--- config.mk ---
export PLATFORM = sky130hd
export DESIGN_NAME = serial_rx_channel
export DESIGN_NICKNAME = d
export VERILOG_FILES = /design/src/rtl/srx_pkg.sv /design/src/rtl/srx_tick_gen.sv /design/src/rtl/srx_frame_engine.sv /design/src/rtl/srx_fifo.sv /design/src/rtl/serial_rx_channel.sv
export SDC_FILE = /design/constraint.sdc
export NUM_CORES = 1
export LEC_CHECK = 0
export BUFFER_PORTS_ARGS = -buffer_cell sky130_fd_sc_hd__clkbuf_2
export CAP_MARGIN = 20
export CORE_MARGIN = 5
export CORE_UTILIZATION = 41
export DETAILED_ROUTE_END_ITERATION = 16
export RECOVER_POWER = 50
export SLEW_MARGIN = 25
export SYNTH_ARGS = -nofsm -noshare
export SYNTH_HDL_FRONTEND = slang
export SYNTH_SLANG_ARGS = --single-unit
export TNS_END_PERCENT = 100
--- constraint.sdc ---
create_clock -name clk -period 3.3 [get_ports clk]
set_input_delay 0.33 -clock clk [delete_from_list [all_inputs] [get_ports clk]]
set_output_delay 0.33 -clock clk [all_outputs]
set_load 0.02 [all_outputs]
--- src/rtl/srx_pkg.sv ---
package srx_pkg;
  typedef enum logic [1:0] {
    MODE_NORMAL = 2'd0,
    MODE_ECHO   = 2'd1,
    MODE_LOCAL  = 2'd2,
    MODE_REMOTE = 2'd3
  } chan_mode_e;

  typedef enum logic [1:0] {
    PAR_NONE  = 2'd0,
    PAR_EVEN  = 2'd1,
    PAR_ODD   = 2'd2,
    PAR_FIXED = 2'd3
  } par_mode_e;

  typedef enum logic [2:0] {
    ST_IDLE, ST_START, ST_DATA, ST_PAR, ST_STOP, ST_BRKWAIT
  } rx_state_e;

  typedef struct packed {
    logic       brk;
    logic       frm;
    logic       par;
    logic [7:0] data;
  } rx_entry_t;
endpackage

--- src/rtl/srx_tick_gen.sv ---
module srx_tick_gen #(
  parameter int DIV_W = 16
) (
  input  logic             clk,
  input  logic             rst_n,
  input  logic             restart,
  input  logic [DIV_W-1:0] div,
  output logic             tick
);
  logic [DIV_W-1:0] cnt;
  logic [DIV_W-1:0] lim;

  assign lim  = (div == '0) ? '0 : div - 1'b1;
  assign tick = (cnt == lim);

  always_ff @(posedge clk or negedge rst_n) begin
    if (!rst_n)              cnt <= '0;
    else if (restart || tick) cnt <= '0;
    else                     cnt <= cnt + 1'b1;
  end
endmodule

--- src/rtl/srx_frame_engine.sv ---
module srx_frame_engine
  import srx_pkg::*;
#(
  parameter int PHASES = 32
) (
  input  logic       clk,
  input  logic       rst_n,
  input  logic       line,
  input  logic       tick,
  input  logic [1:0] data_len,
  input  logic [1:0] par_mode,
  input  logic       force_val,
  output logic       restart,
  output logic       done,
  output rx_entry_t  entry,
  output logic       brk_start,
  output logic       brk_end
);
  localparam int PH_W = $clog2(PHASES);
  localparam logic [PH_W-1:0] MID = PH_W'(PHASES / 2 - 1);

  rx_state_e       state;
  logic [PH_W-1:0] phase;
  logic [2:0]      bit_idx;
  logic [7:0]      shreg;
  logic            par_acc;
  logic            par_bit;
  logic            allz;
  logic            sample_now;
  logic            framing;
  logic [2:0]      last_idx;
  logic            par_err;

  assign framing    = (state == ST_START) || (state == ST_DATA) ||
                      (state == ST_PAR)   || (state == ST_STOP);
  assign sample_now = framing && tick && (phase == MID);
  assign last_idx   = 3'd4 + {1'b0, data_len};
  assign restart    = (state == ST_IDLE) && !line;

  always_comb begin
    case (par_mode_e'(par_mode))
      PAR_EVEN:  par_err = par_acc ^ par_bit;
      PAR_ODD:   par_err = !(par_acc ^ par_bit);
      PAR_FIXED: par_err = (par_bit != force_val);
      default:   par_err = 1'b0;
    endcase
  end

  always_ff @(posedge clk or negedge rst_n) begin
    if (!rst_n) begin
      state     <= ST_IDLE;
      phase     <= '0;
      bit_idx   <= '0;
      shreg     <= '0;
      par_acc   <= 1'b0;
      par_bit   <= 1'b0;
      allz      <= 1'b1;
      done      <= 1'b0;
      entry     <= '0;
      brk_start <= 1'b0;
      brk_end   <= 1'b0;
    end else begin
      done      <= 1'b0;
      brk_start <= 1'b0;
      brk_end   <= 1'b0;
      if (framing && tick) phase <= phase + 1'b1;
      case (state)
        ST_IDLE: begin
          if (!line) begin
            state   <= ST_START;
            phase   <= '0;
            bit_idx <= '0;
            shreg   <= '0;
            par_acc <= 1'b0;
            par_bit <= 1'b0;
            allz    <= 1'b1;
          end
        end
        ST_START: begin
          if (sample_now) state <= line ? ST_IDLE : ST_DATA;
        end
        ST_DATA: begin
          if (sample_now) begin
            shreg[bit_idx] <= line;
            par_acc        <= par_acc ^ line;
            if (line) allz <= 1'b0;
            if (bit_idx == last_idx)
              state <= (par_mode_e'(par_mode) == PAR_NONE) ? ST_STOP : ST_PAR;
            else
              bit_idx <= bit_idx + 1'b1;
          end
        end
        ST_PAR: begin
          if (sample_now) begin
            par_bit <= line;
            if (line) allz <= 1'b0;
            state <= ST_STOP;
          end
        end
        ST_STOP: begin
          if (sample_now) begin
            done <= 1'b1;
            if (!line && allz) begin
              entry     <= '{brk: 1'b1, frm: 1'b0, par: 1'b0, data: 8'h00};
              brk_start <= 1'b1;
              state     <= ST_BRKWAIT;
            end else begin
              entry <= '{brk: 1'b0, frm: !line, par: par_err, data: shreg};
              state <= ST_IDLE;
            end
          end
        end
        ST_BRKWAIT: begin
          if (line) begin
            brk_end <= 1'b1;
            state   <= ST_IDLE;
          end
        end
        default: state <= ST_IDLE;
      endcase
    end
  end
endmodule

--- src/rtl/srx_fifo.sv ---
module srx_fifo #(
  parameter int DEPTH = 4,
  parameter int W     = 11
) (
  input  logic         clk,
  input  logic         rst_n,
  input  logic         push,
  input  logic [W-1:0] push_data,
  input  logic         pop,
  output logic [W-1:0] head,
  output logic         empty,
  output logic         full,
  output logic         ovr
);
  localparam int PTR_W = (DEPTH > 1) ? $clog2(DEPTH) : 1;
  localparam int CNT_W = $clog2(DEPTH + 1);
  localparam logic [PTR_W-1:0] LAST = PTR_W'(DEPTH - 1);
  localparam logic [CNT_W-1:0] FULLC = CNT_W'(DEPTH);

  logic [W-1:0]     mem [DEPTH];
  logic [PTR_W-1:0] wr_ptr;
  logic [PTR_W-1:0] rd_ptr;
  logic [CNT_W-1:0] count;
  logic             do_pop;
  logic             accept;

  assign empty  = (count == '0);
  assign full   = (count == FULLC);
  assign do_pop = pop && !empty;
  assign accept = push && (!full || do_pop);
  assign head   = mem[rd_ptr];

  always_ff @(posedge clk) begin
    if (accept) mem[wr_ptr] <= push_data;
  end

  always_ff @(posedge clk or negedge rst_n) begin
    if (!rst_n) begin
      wr_ptr <= '0;
      rd_ptr <= '0;
      count  <= '0;
      ovr    <= 1'b0;
    end else begin
      ovr <= push && !accept;
      if (accept) wr_ptr <= (wr_ptr == LAST) ? '0 : wr_ptr + 1'b1;
      if (do_pop) rd_ptr <= (rd_ptr == LAST) ? '0 : rd_ptr + 1'b1;
      case ({accept, do_pop})
        2'b10:   count <= count + 1'b1;
        2'b01:   count <= count - 1'b1;
        default: count <= count;
      endcase
    end
  end
endmodule

--- src/rtl/serial_rx_channel.sv ---
module serial_rx_channel
  import srx_pkg::*;
#(
  parameter int DIV_W      = 16,
  parameter int OVERSAMPLE = 32,
  parameter int FIFO_DEPTH = 4,
  parameter int SYNC_STAGES = 2
) (
  input  logic             clk,
  input  logic             rst_n,
  input  logic [DIV_W-1:0] cfg_baud_div,
  input  logic [1:0]       cfg_data_len,
  input  logic [1:0]       cfg_parity,
  input  logic             cfg_force_par,
  input  logic [1:0]       cfg_chan_mode,
  input  logic             cfg_rts_auto,
  input  logic             rx_line,
  input  logic             tx_from_xmit,
  output logic             tx_line,
  output logic             rd_valid,
  input  logic             rd_ready,
  output logic [7:0]       rd_data,
  output logic             rd_par_err,
  output logic             rd_frm_err,
  output logic             rd_brk,
  output logic             rx_rdy,
  output logic             fifo_full,
  output logic             overrun,
  output logic             brk_start,
  output logic             brk_end,
  output logic             rts_o
);
  localparam int EW = $bits(rx_entry_t);

  chan_mode_e           mode;
  logic                 line_sel;
  logic [SYNC_STAGES-1:0] sync_q;
  logic                 line_s;
  logic                 restart;
  logic                 tick;
  logic                 done;
  rx_entry_t            new_entry;
  rx_entry_t            head_entry;
  logic [EW-1:0]        head_bits;
  logic                 empty;
  logic                 push;

  assign mode = chan_mode_e'(cfg_chan_mode);

  always_comb begin
    case (mode)
      MODE_ECHO:   begin line_sel = rx_line;      tx_line = rx_line;      end
      MODE_LOCAL:  begin line_sel = tx_from_xmit; tx_line = 1'b1;         end
      MODE_REMOTE: begin line_sel = rx_line;      tx_line = rx_line;      end
      default:     begin line_sel = rx_line;      tx_line = tx_from_xmit; end
    endcase
  end

  generate
    if (SYNC_STAGES == 1) begin : g_sync1
      always_ff @(posedge clk or negedge rst_n) begin
        if (!rst_n) sync_q <= '1;
        else        sync_q <= line_sel;
      end
    end else begin : g_syncn
      always_ff @(posedge clk or negedge rst_n) begin
        if (!rst_n) sync_q <= '1;
        else        sync_q <= {sync_q[SYNC_STAGES-2:0], line_sel};
      end
    end
  endgenerate
  assign line_s = sync_q[SYNC_STAGES-1];

  srx_tick_gen #(.DIV_W(DIV_W)) u_tick (
    .clk     (clk),
    .rst_n   (rst_n),
    .restart (restart),
    .div     (cfg_baud_div),
    .tick    (tick)
  );

  srx_frame_engine #(.PHASES(OVERSAMPLE)) u_engine (
    .clk       (clk),
    .rst_n     (rst_n),
    .line      (line_s),
    .tick      (tick),
    .data_len  (cfg_data_len),
    .par_mode  (cfg_parity),
    .force_val (cfg_force_par),
    .restart   (restart),
    .done      (done),
    .entry     (new_entry),
    .brk_start (brk_start),
    .brk_end   (brk_end)
  );

  assign push = done && (mode != MODE_REMOTE);

  srx_fifo #(.DEPTH(FIFO_DEPTH), .W(EW)) u_fifo (
    .clk       (clk),
    .rst_n     (rst_n),
    .push      (push),
    .push_data (new_entry),
    .pop       (rd_valid && rd_ready),
    .head      (head_bits),
    .empty     (empty),
    .full      (fifo_full),
    .ovr       (overrun)
  );

  assign head_entry = rx_entry_t'(head_bits);
  assign rd_valid   = !empty;
  assign rx_rdy     = !empty;
  assign rd_data    = head_entry.data;
  assign rd_par_err = head_entry.par;
  assign rd_frm_err = head_entry.frm;
  assign rd_brk     = head_entry.brk;
  assign rts_o      = !(cfg_rts_auto && fifo_full);
endmodule

==> flow_metrics.tcl <==
set metrics [dict create \
    status "completed" \
    max_stage_delay_ns 0.59 \
    end_kind "register" \
    cp_slowest_cell "or4_4" \
    synthArstFlopShare_pct 58.5 \
    hold_violations 0 \
    drt_iter0_drc 221 \
    wl_um 11700 \
    path_max_fanout 18 \
    clock_path_buffers 2 \
    antenna_found_initial 0 \
    grt_pass1_wl_um 20100 \
    num-nets-final 627 \
    arrival_ns 3.27 \
    cts_tree "yes" \
    worstSetupStartpoint "cfg_baud_div[3]" \
    gp_congestion 0.863 \
    ant_nets 0 \
    powerDensity_nw_per_um2 473 \
    fmax_ghz 0.332 \
    final_util_pct 48.3 \
    fin_crit_ns 3.01 \
    rows 43 \
    leakagePower_uw 0.00267 \
    grt_overflow 0 \
    drc 0 \
    yosys_warnings 0 \
    finalCritPeriodShare_pct 91.3 \
    syn-num-nets 559 \
    syn_avg_cell_area_um2 10.9 \
    dr.pass1.iters 4 \
    finalSetupViolations 0 \
    r2r_slack_ns 0.34 \
    fin_hold_ws_ns 0.175 \
    design_area_um2 6620 \
    skew_ns 0.00892 \
    crit_path_cell_trace "clkbuf_2 -> or4_4 -> buf_4 -> nor3_1 -> xnor2_1 -> xnor2_1 -> o32ai_1 -> and4_1 -> nand3_4 -> buf_4 -> or4_1 -> o21ai_0" \
    synth_cells 519 \
    start_util_pct 41.4 \
    yosysUniqueCellTypes 62 \
    synth_area_um2 5680 \
    relSlewSlack_pct 14.2 \
    critPathKind "input pin to register" \
    cp-start-kind "input pin" \
    vias 4049 \
    yosys_register_bits 106 \
    placed_cells 755 \
    finalPower_uw 3130 \
    chipWidth_um 128 \
    yosysSeqAreaShare_pct 50.6 \
    critPathTopFamily "simple AND/OR/NAND/NOR gates" \
    irDropWorstVdd_uv 242 \
    grt_max_degree 25 \
    finalNonFillerCells 772 \
    vias_per_cell 5.24 \
    die_area_um2 16300 \
    placed_cell_area_um2 6290 \
    port_buffers 47 \
    maxCapViolations 0 \
    grt_pass1_vias 4110 \
    synth-main-ff-cell "dfrtp_1" \
    synth-edff-count 44 \
    die_h_um 128 \
    worstReg2RegStart "u_tick.cnt[1]$_DFF_PN0_" \
    cts_setup_buffers 0 \
    io_pins 48 \
    diodes 0 \
    cts_buffers 9 \
    tightest_slew_ns 1.29 \
    finalMaxSlewViolations 0 \
    core_area_um2 13700 \
    holdCritPathClass "input pin to register" \
    clkLatencyLatePin_ns 0.35 \
    rsz0062_at_grt "no" \
    dp_hpwl_um 8720 \
    grt_usage_pct 15.4 \
    path_buf_inv 3 \
    drive_above_1_share_pct 21.6 \
    post_drt_wl_per_cell_um 15.1 \
    syn2layout_area_growth_pct 16.6 \
    worstPathRequired_ns 3.56 \
    cts_sinks 106 \
    min_from "rd_ready" \
    clkTransAtPathRegs_ns 0.07 \
    htreeDepth 3 \
    cts_root_buffer "clkbuf_16" \
]
-- power by group --
group	internal [µW]	total, µW	switching, µW	leakage [µW]
Sequential	1420	1570	152	0.00100
Clock	612	1120	512	0.000157
Combinational	227	436	209	0.00151
-- placed cells by master, fill, tap and decap left out, types with 5 or more instances in the layout --
master and n:
nor4_1 9, dfrtp_1 59, buf_4 32, clkbuf_1 8, clkbuf_16 9, xnor2_1 19, nand2_1 55, inv_1 23
or4_1 7, or2_2 5, a21oi_1 11, or3_1 6, nand4_1 7, mux2i_1 21, ha_1 10, and3_1 10
xor2_1 22, mux4_2 11, nor3_1 10, mux2_2 6, edfxtp_1 44, nand3_1 19, clkbuf_2 41, and2_1 5
o21ai_0 17, nor2_1 56
-- per-stage QoR --
step                setup slack (ns)  TNS, ns
finish                         0.286        0
global route                  0.0758        0
CTS                            0.286        0
detailed placement           -0.0840   -0.961
global placement             -0.0289   -0.216
floorplan                    -0.0457  -0.0457
-- layer usage --
metal  routed length, µm  part of all wire [%]  GRT usage, %  vias to the layer above
li1                    -                     -             -                     2008
met5                   0                     0             0                        -
met3                 440                   3.8          3.25                       12
met4                 195                   1.7          5.31                        0
met2                6020                    51          26.1                       73
met1                5030                    43          19.6                     1956
-- sequential cells by signal (all words and copies together), names as in the netlist, 2 cells and up --
signal	count
u_fifo.rd_ptr	2
u_tick.cnt	16
u_fifo.wr_ptr	2
u_engine.bit_idx	3
u_engine.state	3
sync_q	2
u_fifo.count	3
u_engine.phase	5
u_fifo.mem	44
u_engine.entry	11
u_engine.shreg	8
-- repair_timing --
item                                   CTS  global route
endpoints found under the hold margin   22             0
setup endpoints to repair                0             1
resized for setup                        0             1
hold buffers                             1             0
-- kinds of logic (layout without fill, tap and decap cells) --
family                     Yosys count  after routing  share of synthesized area, %
and+or+nand+nor                    218            218                          20.5
AOI/OAI and AO/OA                   54             54                          6.41
buffers and inverters               48            121                          3.50
adders and majority gates           11             11                          2.56
muxes                               39             39                          9.52
DFF                                106            106                          50.6
xor gates and xnor gates            43             43                          6.87
-- cell usage after synthesis, types with 2 or more instances --
| library cell | number | area, µm² |
|---|---|---|
| xnor2_1 | 20 | 175 |
| buf_1 | 2 | 7.51 |
| mux2_2 | 6 | 67.6 |
| a22oi_1 | 2 | 15.0 |
| buf_6 | 2 | 22.5 |
| and3_1 | 10 | 62.6 |
| or2_2 | 5 | 31.3 |
| o21ai_0 | 17 | 85.1 |
| nor2_1 | 56 | 210 |
| nor3b_1 | 3 | 22.5 |
| and2_1 | 5 | 31.3 |
| o211ai_1 | 4 | 30.0 |
| ha_1 | 10 | 125 |
| dfrtp_1 | 59 | 1480 |
| nor4b_1 | 2 | 17.5 |
| a31oi_1 | 4 | 25.0 |
| nor4_1 | 11 | 68.8 |
| or4_1 | 8 | 60.1 |
| edfxtp_1 | 44 | 1320 |
| a21oi_1 | 11 | 55.1 |
| inv_1 | 23 | 86.3 |
| a211oi_1 | 2 | 15.0 |
| nand3b_1 | 2 | 15.0 |
| mux2i_1 | 21 | 210 |
| or4_4 | 3 | 33.8 |
| nand2b_1 | 4 | 25.0 |
| o31ai_1 | 2 | 15.0 |
| and4_1 | 2 | 17.5 |
| or3_1 | 6 | 37.5 |
| nand4_1 | 7 | 43.8 |
| o311ai_0 | 2 | 17.5 |
| nand3_1 | 19 | 95.1 |
| dfstp_2 | 3 | 78.8 |
| mux4_2 | 11 | 248 |
| clkbuf_1 | 20 | 75.1 |
| nor3_1 | 10 | 50.1 |
| xor2_1 | 22 | 193 |
| nand2_1 | 55 | 206 |
-- layout make-up --
class | count | area [µm²]
sequential | 106 | 2880
clock buffer | 9 | 225
tap | 180 | 225
multi-input combinational | 365 | 2630
timing repair buffer | 82 | 485
clock inverter | 7 | 95.1
inverter | 23 | 86.3
fill | 1243 | 7100
-- final timing paths --
path,to,cells after the start
max,u_engine.state[2]$_DFFE_PN0P_,12
min,u_fifo.ovr$_DFF_PN0_,2
max reg2reg,u_engine.state[2]$_DFFE_PN0P_,9
min reg2reg,sync_q[1]$_DFF_PN1_,0
max in group asynchronous,u_fifo.wr_ptr[1]$_DFFE_PN0P_,3
min in group asynchronous,u_engine.entry[6]$_DFFE_PN0P_,2
(Power assumes the default switching activity.)
